File: src/rtl/rcg_pkg.sv
package rcg_pkg;

  // Default field widths shared by the generator and its bench.
  localparam int unsigned DEF_EXP_W = 3;
  localparam int unsigned DEF_LIN_W = 8;
  localparam int unsigned DEF_DLY_W = 16;

  // Encoding of the path select input.
  typedef enum logic {
    PATH_POW2 = 1'b0,
    PATH_LIN  = 1'b1
  } path_e;

endpackage

File: src/rtl/rcg_cfg_hold.sv
// Holds the committed divider configuration. It passes a new one through only when load is high.
module rcg_cfg_hold #(
  parameter int unsigned EXP_W = 3,
  parameter int unsigned LIN_W = 8
) (
  input  logic             clk_i,
  input  logic             rst_ni,
  input  logic             load_i,
  input  logic             sel_i,
  input  logic [EXP_W-1:0] exp_i,
  input  logic [LIN_W-1:0] lin_i,
  output logic             sel_o,
  output logic [EXP_W-1:0] exp_o,
  output logic [LIN_W-1:0] lin_o
);
  import rcg_pkg::*;

  path_e            sel_q;
  logic [EXP_W-1:0] exp_q;
  logic [LIN_W-1:0] lin_q;
  path_e            sel_d;
  logic [EXP_W-1:0] exp_d;
  logic [LIN_W-1:0] lin_d;

  always_comb begin
    if (load_i) begin
      sel_d = path_e'(sel_i);
      exp_d = exp_i;
      lin_d = lin_i;
    end else begin
      sel_d = sel_q;
      exp_d = exp_q;
      lin_d = lin_q;
    end
  end

  always_ff @(posedge clk_i or negedge rst_ni) begin
    if (!rst_ni) begin
      sel_q <= PATH_POW2;
      exp_q <= '0;
      lin_q <= '0;
    end else if (load_i) begin
      sel_q <= sel_d;
      exp_q <= exp_d;
      lin_q <= lin_d;
    end
  end

  // Configuration in force for the coming period.
  assign sel_o = (sel_d == PATH_LIN);
  assign exp_o = exp_d;
  assign lin_o = lin_d;

endmodule

File: src/rtl/rcg_period.sv
// Converts a configuration into a reload value, which is the strobe period minus one.
module rcg_period #(
  parameter int unsigned EXP_W = 3,
  parameter int unsigned LIN_W = 8,
  parameter int unsigned CNT_W = 8
) (
  input  logic             sel_i,
  input  logic [EXP_W-1:0] exp_i,
  input  logic [LIN_W-1:0] lin_i,
  output logic [CNT_W-1:0] reload_o
);
  localparam int unsigned NEXP = 1 << EXP_W;

  logic [CNT_W-1:0] pow2_tab [NEXP];

  // Power-of-two law: the period is 2^(e+1) source cycles.
  for (genvar g = 0; g < NEXP; g++) begin : g_pow2
    localparam logic [CNT_W:0] PER = (CNT_W+1)'(1) << (g + 1);
    assign pow2_tab[g] = CNT_W'(PER - 1'b1);
  end

  always_comb begin
    if (sel_i) reload_o = CNT_W'(lin_i);
    else       reload_o = pow2_tab[exp_i];
  end

endmodule

File: src/rtl/rcg_lead_gate.sv
// Detects a burst start and holds off the divider for the lead delay.
module rcg_lead_gate #(
  parameter int unsigned DLY_W = 16
) (
  input  logic             clk_i,
  input  logic             rst_ni,
  input  logic             enable_i,
  input  logic             burst_i,
  input  logic             lead_en_i,
  input  logic [DLY_W-1:0] lead_dly_i,
  output logic             start_o,
  output logic             busy_o
);
  logic             live;
  logic             live_q;
  logic [DLY_W-1:0] cnt_q;
  logic [DLY_W-1:0] cnt_d;
  logic             arm;

  assign live    = enable_i & burst_i;
  assign start_o = live & ~live_q;
  assign arm     = start_o & lead_en_i & (lead_dly_i != '0);
  assign busy_o  = arm | (cnt_q != '0);

  always_comb begin
    if (!live)               cnt_d = '0;
    else if (arm)            cnt_d = lead_dly_i - 1'b1;
    else if (cnt_q != '0)    cnt_d = cnt_q - 1'b1;
    else                     cnt_d = cnt_q;
  end

  always_ff @(posedge clk_i or negedge rst_ni) begin
    if (!rst_ni) begin
      live_q <= 1'b0;
      cnt_q  <= '0;
    end else begin
      live_q <= live;
      cnt_q  <= cnt_d;
    end
  end

endmodule

File: src/rtl/rcg_div_count.sv
// Down counter that produces the strobe and reloads from the incoming configuration.
module rcg_div_count #(
  parameter int unsigned CNT_W = 8
) (
  input  logic             clk_i,
  input  logic             rst_ni,
  input  logic             enable_i,
  input  logic             run_i,
  input  logic             start_i,
  input  logic [CNT_W-1:0] reload_i,
  output logic             term_o,
  output logic             tick_o
);
  logic [CNT_W-1:0] cnt_q;
  logic [CNT_W-1:0] cnt_d;
  logic [CNT_W-1:0] eff;
  logic             zero;

  // On the first cycle of a burst, count from a fresh reload.
  assign eff    = start_i ? reload_i : cnt_q;
  assign zero   = (eff == '0);
  assign tick_o = run_i & zero;
  // The end of a period in progress, which does not depend on reload.
  assign term_o = run_i & ~start_i & (cnt_q == '0);

  always_comb begin
    if (!enable_i)  cnt_d = '0;
    else if (!run_i) cnt_d = reload_i;
    else if (zero)  cnt_d = reload_i;
    else            cnt_d = eff - 1'b1;
  end

  always_ff @(posedge clk_i or negedge rst_ni) begin
    if (!rst_ni) cnt_q <= '0;
    else         cnt_q <= cnt_d;
  end

endmodule

File: src/rtl/sclk_rate_gen.sv
// Dual-law serial clock strobe generator.
module sclk_rate_gen #(
  parameter int unsigned EXP_W = rcg_pkg::DEF_EXP_W,
  parameter int unsigned LIN_W = rcg_pkg::DEF_LIN_W,
  parameter int unsigned DLY_W = rcg_pkg::DEF_DLY_W
) (
  input  logic             clk_i,
  input  logic             rst_ni,
  input  logic             enable_i,
  input  logic             burst_i,
  input  logic             lin_sel_i,
  input  logic [EXP_W-1:0] pow2_exp_i,
  input  logic [LIN_W-1:0] lin_div_i,
  input  logic             lead_en_i,
  input  logic [DLY_W-1:0] lead_dly_i,
  output logic             tick_o
);
  localparam int unsigned POW_W = 1 << EXP_W;
  localparam int unsigned CNT_W = (POW_W > LIN_W) ? POW_W : LIN_W;

  logic             start;
  logic             busy;
  logic             run;
  logic             term;
  logic             load;
  logic             sel_n;
  logic [EXP_W-1:0] exp_n;
  logic [LIN_W-1:0] lin_n;
  logic [CNT_W-1:0] reload;

  assign run  = enable_i & burst_i & ~busy;
  // Commit when idle, at burst start, or at the end of a period.
  assign load = ~(enable_i & burst_i) | start | term;

  rcg_lead_gate #(.DLY_W(DLY_W)) u_lead (
    .clk_i     (clk_i),
    .rst_ni    (rst_ni),
    .enable_i  (enable_i),
    .burst_i   (burst_i),
    .lead_en_i (lead_en_i),
    .lead_dly_i(lead_dly_i),
    .start_o   (start),
    .busy_o    (busy)
  );

  rcg_cfg_hold #(.EXP_W(EXP_W), .LIN_W(LIN_W)) u_cfg (
    .clk_i (clk_i),
    .rst_ni(rst_ni),
    .load_i(load),
    .sel_i (lin_sel_i),
    .exp_i (pow2_exp_i),
    .lin_i (lin_div_i),
    .sel_o (sel_n),
    .exp_o (exp_n),
    .lin_o (lin_n)
  );

  rcg_period #(.EXP_W(EXP_W), .LIN_W(LIN_W), .CNT_W(CNT_W)) u_per (
    .sel_i   (sel_n),
    .exp_i   (exp_n),
    .lin_i   (lin_n),
    .reload_o(reload)
  );

  rcg_div_count #(.CNT_W(CNT_W)) u_div (
    .clk_i   (clk_i),
    .rst_ni  (rst_ni),
    .enable_i(enable_i),
    .run_i   (run),
    .start_i (start & ~busy),
    .reload_i(reload),
    .term_o  (term),
    .tick_o  (tick_o)
  );

endmodule

File: config.mk
export PLATFORM = sky130hd
export DESIGN_NAME = sclk_rate_gen
export DESIGN_NICKNAME = d
export VERILOG_FILES = /design/src/rtl/rcg_pkg.sv /design/src/rtl/rcg_cfg_hold.sv /design/src/rtl/rcg_period.sv /design/src/rtl/rcg_lead_gate.sv /design/src/rtl/rcg_div_count.sv /design/src/rtl/sclk_rate_gen.sv
export SDC_FILE = /design/constraint.sdc
export NUM_CORES = 1
export LEC_CHECK = 0
export CELL_PAD_IN_SITES_DETAIL_PLACEMENT = 1
export CELL_PAD_IN_SITES_GLOBAL_PLACEMENT = 1
export CORE_MARGIN = 2
export CORE_UTILIZATION = 46
export CTS_BUF_LIST = sky130_fd_sc_hd__clkbuf_16
export CTS_CLUSTER_SIZE = 8
export DETAILED_ROUTE_END_ITERATION = 6
export PLACE_DENSITY_LB_ADDON = 0.1
export SYNTH_ARGS = -nofsm -noshare
export SYNTH_HDL_FRONTEND = slang
export SYNTH_SLANG_ARGS = --single-unit
File: constraint.sdc
create_clock -name clk_i -period 9.5 [get_ports clk_i]
set_input_delay 1.425 -clock clk_i [delete_from_list [all_inputs] [get_ports clk_i]]
set_output_delay 1.425 -clock clk_i [all_outputs]
set_load 0.05 [all_outputs]
==> results by group, run 1 <==
Status
  • Run status: finished clean

Global routing
  • Global route overflow: 0
  • Initial antenna violation count: 0
  • First-pass GRT wire length: 14.91 mm
  • GR Util All Layers: 0.2637
  • Number of global-route vias before repair: 2,852
  • Largest net degree at the start of global routing: 38

Timing
  • Unrepaired setup endpoints after global routing: false
  • Setup violators final: 0
  • Fin. Hold Viols: 0
  • Max Freq: around 140 MHz
  • Relative max-transition margin: 0.3953
  • Final Skew: between 0.004 and 0.005 ns
  • Tmin final: around 7.1 ns
  • Period utilization: 0.7421
  • Slew Limit Fails: 0
  • Slew of the pin with the lowest slew margin: 0.9070 ns
  • Fin Hold WS: around 0.47 ns
  • Post-Route Setup TNS: 0 ns
  • Worst Slack Setup Final: roughly 2.4 ns

Logic synthesis
  • Mapped Nets: between 300 and 400
  • Mean Syn Cell Area: 8.250 um^2
  • Yosys Warn Count: 0
  • Number of flops mapped to enable cells by yosys: 0
  • Post-synthesis sequential area ratio: 0.3234
  • Most common flop cell mapped by yosys: dfrtp_1
  • Post-synth cell types: 64
  • Gate Count Post-Synth: about 350
  • Synthesized area: 2863 um^2
  • Async set-reset flop share out of synthesis: 1.000
  • #FFs+latches synth: 37

Setup path
  • RR Endpoint: u_div.cnt_q[7]$_DFF_PN0_
  • Worst Path Required: 8.08 ns
  • Slowest-stage cell, CP: clkdlybuf4s50_1
  • Worst Setup Start Kind: primary input
  • Critical path class: primary input to primary output
  • R2R depth: 12
  • Worst Path Max Fanout: 7
  • R2R setup slack: about 5.6 ns
  • Critical path's largest stage delay: 0.80 ns
  • Arrival @ worst endpoint: 5.63 ns
  • Element type at the critical path end: primary output
  • Worst R2R Start: u_lead.cnt_q[1]$_DFFE_PN0P_
  • Crit-path cells: clkdlybuf4s50_1, nor4_1, nand4_1, a2111oi_1, buf_4, mux2i_1, ha_1, nand2_1, mux2i_1, o21ai_0, nor2_1, clkdlybuf4s50_1

Layout
  • Layout Utilization: 0.5676
  • # diodes: 0
  • Final nets: 410
  • Filler Cell Count: 734
  • Area growth syn-to-layout: 18.09%
  • Final instance area: 3381 um^2
  • Final cell count without fillers: 450
  • Layout cell share with drive strength beyond 1: 0.07200
  • Footprint of the multi-input gates: 1849 um^2
  • Reg area: 925.9 um^2

Min path
  • Hold Path Origin: u_cfg.lin_q[0]$_DFFE_PN0N_
  • Hold Path Depth: 2
  • Hold Crit Class: flop to flop
  • Worst Hold Path EP: u_cfg.lin_q[0]$_DFFE_PN0N_

Floorplan
  • Die width: between 80 and 90 um
  • # rows: 28
  • Core Area: between 5000 and 6000 um^2
  • DIE AREA: 6871 um^2
  • Starting Density: 0.4807
  • Chip height: 82.89 um
  • IO Pins: 34

Detailed routing
  • Routed Wire Length: just under 9 mm
  • Pre-antenna DRT Iters: 4
  • Drt initial violations: 182
  • Vias/cell: 6.278
  • Residual DRC count: 0
  • Antenna-violating nets left: 0
  • WL/cell: a little under 20 um
  • Via count: between 2k and 3k

CTS
  • # hold bufs at CTS: 0
  • CTS HTree Levels: 2
  • CTS Sinks: 37
  • Worst-path clk slew: about 0.06 ns
  • Cts repair resizes: 0
  • Setup bufs post-CTS: 0
  • Cts bufs inserted: 5
  • Skew-Pair Late Insertion Delay: 0.28 ns
  • CTS root buffer: clkbuf_16
  • Clock buffer depth: 2
  • CTS tree: done

Run
  • Max-cap viol count: 0

Place
  • Number of port buffers: 33
  • Hpwl dp: around 6.3 mm
  • Placed cell count: about 440
  • Routability cong.: 0.8426
  • Area post-placement: about 3200 um^2
  • Pre-CTS setup slack: 2.613 ns

Power and ir drop
  • Total power: slightly below 1 mW
  • Power Density: between 200 and 300 nW/um^2
  • Maximum vdd drop: 0.1547 mV
  • Leak: 1.438 nW
## cell usage after synthesis, types with 4 or more instances
cell type	number	area (um^2)
a21oi_1	14	70.07
xnor2_1	5	43.79
a31oi_1	4	25.02
nor2_1	37	138.9
nand3b_1	4	30.03
inv_1	5	18.77
dfrtp_1	37	925.9
nor4_1	10	62.56
nor2b_1	5	31.28
xor2_1	13	113.9
nand4_1	4	25.02
o31a_1	4	35.03
nor3_1	10	50.05
or3_1	6	37.54
clkbuf_1	12	45.04
a211oi_1	6	45.04
mux2i_1	19	190.2
nand2_1	61	229.0
o21ai_0	14	70.07
## final cells by class
| type | count | area share |
|---|---|---|
| clock inverter | 3 | 0.003701 |
| clock buffer | 5 | 0.03701 |
| timing repair buffer | 37 | 0.1051 |
| multi-input combinational | 288 | 0.5470 |
| tap | 75 | 0.02776 |
| inverter | 5 | 0.005551 |
| sequential | 37 | 0.2739 |
## flip-flops by register name (all words and copies together) (netlist names), named ones only
signal / count
u_lead.cnt_q: 16
u_div.cnt_q: 8
u_cfg.lin_q: 7
u_cfg.exp_q: 3
u_cfg.sel_q: 1
u_lead.live_q: 1
## cells by family (layout without fill, tap and decap cells)
kind of cell,after synthesis,count (layout),synth area share
and+or+nand+nor,167,167,0.3038
AOI/OAI and AO/OA,79,79,0.1980
DFF,37,37,0.3234
buffers and inverters,22,50,0.03234
muxes,21,21,0.07430
xor gates and xnor gates,18,18,0.05507
adders and majority gates,3,3,0.01311
## critical path: cells and delay by family
family	cells	cell delay, ns
and+or+nand+nor	4	1.21
buffers and inverters	3	1.47
muxes	2	0.54
adders and majority gates	1	0.27
AOI/OAI and AO/OA	2	0.70
## cells in the final DEF (no fill, tap or decap), types with 3 or more instances in the layout
cell type | synthesis | final
a211oi_1 | 6 | 6
a21boi_0 | 3 | 3
a21oi_1 | 14 | 14
a31oi_1 | 4 | 4
and3_1 | 3 | 3
buf_4 | 0 | 4
clkbuf_16 | 0 | 5
clkdlybuf4s50_1 | 0 | 32
dfrtp_1 | 37 | 37
ha_1 | 3 | 3
inv_1 | 5 | 5
mux2i_1 | 19 | 19
nand2_1 | 61 | 61
nand2b_1 | 3 | 3
nand3_1 | 3 | 3
nand3b_1 | 4 | 4
nand4_1 | 4 | 4
nor2_1 | 37 | 37
nor2b_1 | 5 | 5
nor3_1 | 10 | 10
nor4_1 | 10 | 10
nor4_2 | 3 | 3
o211ai_1 | 3 | 3
o21ai_0 | 14 | 14
o22ai_1 | 3 | 3
o31a_1 | 4 | 4
or2_2 | 3 | 3
or3_1 | 6 | 6
xnor2_1 | 5 | 5
xor2_1 | 13 | 13
## metal layers
layer	up-vias	wire length, um	track usage
met5	-	0	0
met4	0	118	0.07154
met3	11	395	0.04374
met2	81	3807	0.3864
met1	1401	4400	0.3998
li1	1332	-	-
## how the worst max path moves through the flow
stage	to	cells past startpoint	from	slack, ns
floorplan	tick_o	9	lead_dly_i[11]	3.55
global placement	tick_o	12	lead_dly_i[11]	2.81
detailed placement	tick_o	12	lead_dly_i[11]	2.61
CTS	tick_o	12	lead_dly_i[11]	2.52
global route	tick_o	12	lead_dly_i[11]	2.12
finish	tick_o	12	lead_dly_i[11]	2.45
## report_power, final
| group | switching (mW) | leakage, nW | internal [mW] |
|---|---|---|---|
| registers | 0.0492 | 0.474 | 0.200 |
| clock network | 0.0659 | 0.0687 | 0.0950 |
| logic | 0.345 | 0.895 | 0.219 |
| total | 0.460 | 1.44 | 0.513 |
No activity file was read; power rests on OpenSTA's default activity.
==> inputs of run 2 (changes only) <==
CORE_UTILIZATION = 38   (was 46)
clock period = 6.2 ns   (was 9.5 ns; I/O delays follow)
==> run 2 against run 1 <==
Sequential power increased by 53%. Critical path depth decreased by 1. Via count decreased by 2.7%. Highest routed layer unchanged. Sequential share of layout area decreased by 0.55 points. Global-route usage decreased by 4.0 points. Register-to-register slack got worse by 3.3 ns. Largest cell class unchanged. Cell count increased by 5.3%.
==> results by group, run 2 (synthesis gave the netlist of run 1 again) <==
Timing
  • Slew Limit Fails: 0
  • Relative max-transition margin: 0.4063
  • Unrepaired setup endpoints after global routing: false
  • Period utilization: 0.8677
  • Fin. Hold Viols: 0
  • Tmin final: roughly 5.4 ns
  • Max Freq: 185.9 MHz
  • Setup violators final: 0
  • Post-Route Setup TNS: 0 ns
  • Slew of the pin with the lowest slew margin: 0.8905 ns
  • Final Skew: 0.007408 ns

CTS
  • CTS tree: done
  • Cts repair resizes: 0
  • CTS root buffer: clkbuf_16
  • # hold bufs at CTS: 0
  • Clock buffer depth: 2
  • Cts bufs inserted: 5
  • Skew-Pair Late Insertion Delay: 0.28 ns
  • CTS Sinks: 37
  • Setup bufs post-CTS: 0
  • CTS HTree Levels: 2
  • Worst-path clk slew: ~0.060 ns

Setup path
  • RR Endpoint: u_div.cnt_q[7]$_DFF_PN0_
  • Worst Setup Start Kind: primary input
  • R2R setup slack: ~2.3 ns
  • Worst Path Max Fanout: 12
  • Worst R2R Start: u_lead.cnt_q[1]$_DFFE_PN0P_
  • Critical path class: primary input to primary output
  • Element type at the critical path end: primary output
  • Arrival @ worst endpoint: 4.45 ns
  • Worst Path Required: approximately 5.3 ns
  • R2R depth: 12

Detailed routing
  • Vias/cell: 5.797
  • Antenna-violating nets left: 0
  • Via count: 2,748
  • Metal3 WL: 355 um
  • WL/cell: 18.25 um
  • Met2 wire len: 3.774 mm
  • Residual DRC count: 0
  • Pre-antenna DRT Iters: 5
  • Met1 Wirelength: around 4.5 mm
  • Uppermost layer routed: met4
  • Routed Wire Length: 8.651 mm
  • Drt initial violations: 104

Place
  • Hpwl dp: 6.377 mm
  • Routability cong.: 0.8182
  • Number of port buffers: 33

Power and ir drop
  • Reg power frac: 0.252
  • Clock network power share: 0.192
  • Sw Ratio: 0.4519
  • Maximum vdd drop: a little under 0.2 mV
  • Gate power share: 0.556
  • Power Density: about 440 nW/um^2
  • Leak: 1.451 nW
  • Total power: 1.514 mW
  • Psw: 0.6842 mW
  • Int Pwr: 0.8299 mW

Layout
  • Most frequent cells in the layout: nand2_1, nor2_1, dfrtp_1, clkdlybuf4s50_1, mux2i_1
  • Reg area: 925.9 um^2
  • Commonest non-fill, non-tap cell in the layout: nand2_1
  • Footprint of the multi-input gates: approximately 1800 um^2
  • Max reg flops: 16
  • Area growth syn-to-layout: 20.50%
  • Filler Cell Count: 907
  • Final nets: approximately 400
  • Largest registers: u_lead.cnt_q: 16 flops, u_div.cnt_q: 8 flops, u_cfg.lin_q: 7 flops
  • Layout cell share with drive strength beyond 1: 0.07733
  • Largest Register: u_lead.cnt_q
  • # diodes: 0

Floorplan
  • Die width: 90.80 um
  • IO Pins: 34
  • DIE AREA: 8244 um^2
  • Chip height: 90.80 um
  • Core Area: 7292 um^2
  • Starting Density: 0.3926
  • # rows: 31

Global routing
  • GR Util All Layers: 0.2236
  • Initial antenna violation count: 0
  • Largest net degree at the start of global routing: 38
  • Number of global-route vias before repair: 2,822
  • Global route overflow: 0
  • First-pass GRT wire length: roughly 15 mm

Status
  • Run status: finished clean

Min path
  • Hold Crit Class: flop to flop
  • Worst Hold Path EP: u_cfg.lin_q[6]$_DFFE_PN0N_
  • Hold Path Origin: u_cfg.lin_q[6]$_DFFE_PN0N_
  • Hold Path Depth: 2

Run
  • Max-cap viol count: 0
-- run 2: how the worst max path moves through the flow --
stage	from	endpoint	slack [ns]	depth (start not counted)
floorplan	lead_dly_i[11]	tick_o	1.24	9
global placement	lead_dly_i[11]	tick_o	1.03	12
detailed placement	enable_i	tick_o	0.88	11
CTS	enable_i	tick_o	0.86	11
global route	enable_i	tick_o	0.52	11
finish	enable_i	tick_o	0.82	11
-- run 2: metrics by stage --
stage	worst slack, ns	hold slack (ns)	area, um^2	util	cells
after floorplan	1.238	0.4298	2863	-	347
after global placement	1.029	0.4447	3283	0.4502	466
after detailed placement	0.8768	0.4594	3283	0.4502	466
after CTS	0.8573	0.4725	3450	0.4731	474
after global routing	0.5178	0.4914	3450	0.4731	474
final	0.8201	0.4747	3450	0.4731	474
-- run 2: critical path, cell delays in order --
cell             delay (ns)
clkdlybuf4s50_1        0.75
nand2_1                0.24
nor3b_1                0.76
a2111o_1               0.53
o21a_1                 0.24
ha_1                   0.20
nand2_1                0.06
mux2i_1                0.20
o21ai_0                0.16
nor2_1                 0.21
buf_12                 0.17
-- run 2: metal layers --
metal,GRT usage,up-vias
met5,0,-
met4,0.04924,0
met3,0.02755,4
met2,0.3464,72
met1,0.3328,1351
li1,-,1321
-- run 2: cell type report --
| type | count | area share |
|---|---|---|
| Clock buffer | 5 | 0.03627 |
| Timing Repair Buffer | 37 | 0.1059 |
| Clock inverter | 3 | 0.01197 |
| Multi-Input combinational cell | 288 | 0.5361 |
| Sequential cell | 37 | 0.2684 |
| Inverter | 5 | 0.005441 |
| Tap cell | 99 | 0.03591 |
-- run 2: power by group through the flow --
stage	combinational, mW	clock (mW)	sequential (mW)
after floorplan	0.630	0	0.357
final	0.842	0.291	0.382
after global routing	0.947	0.307	0.392
after global placement	0.823	0	0.382
after CTS	0.839	0.295	0.380
after detailed placement	0.831	0	0.384
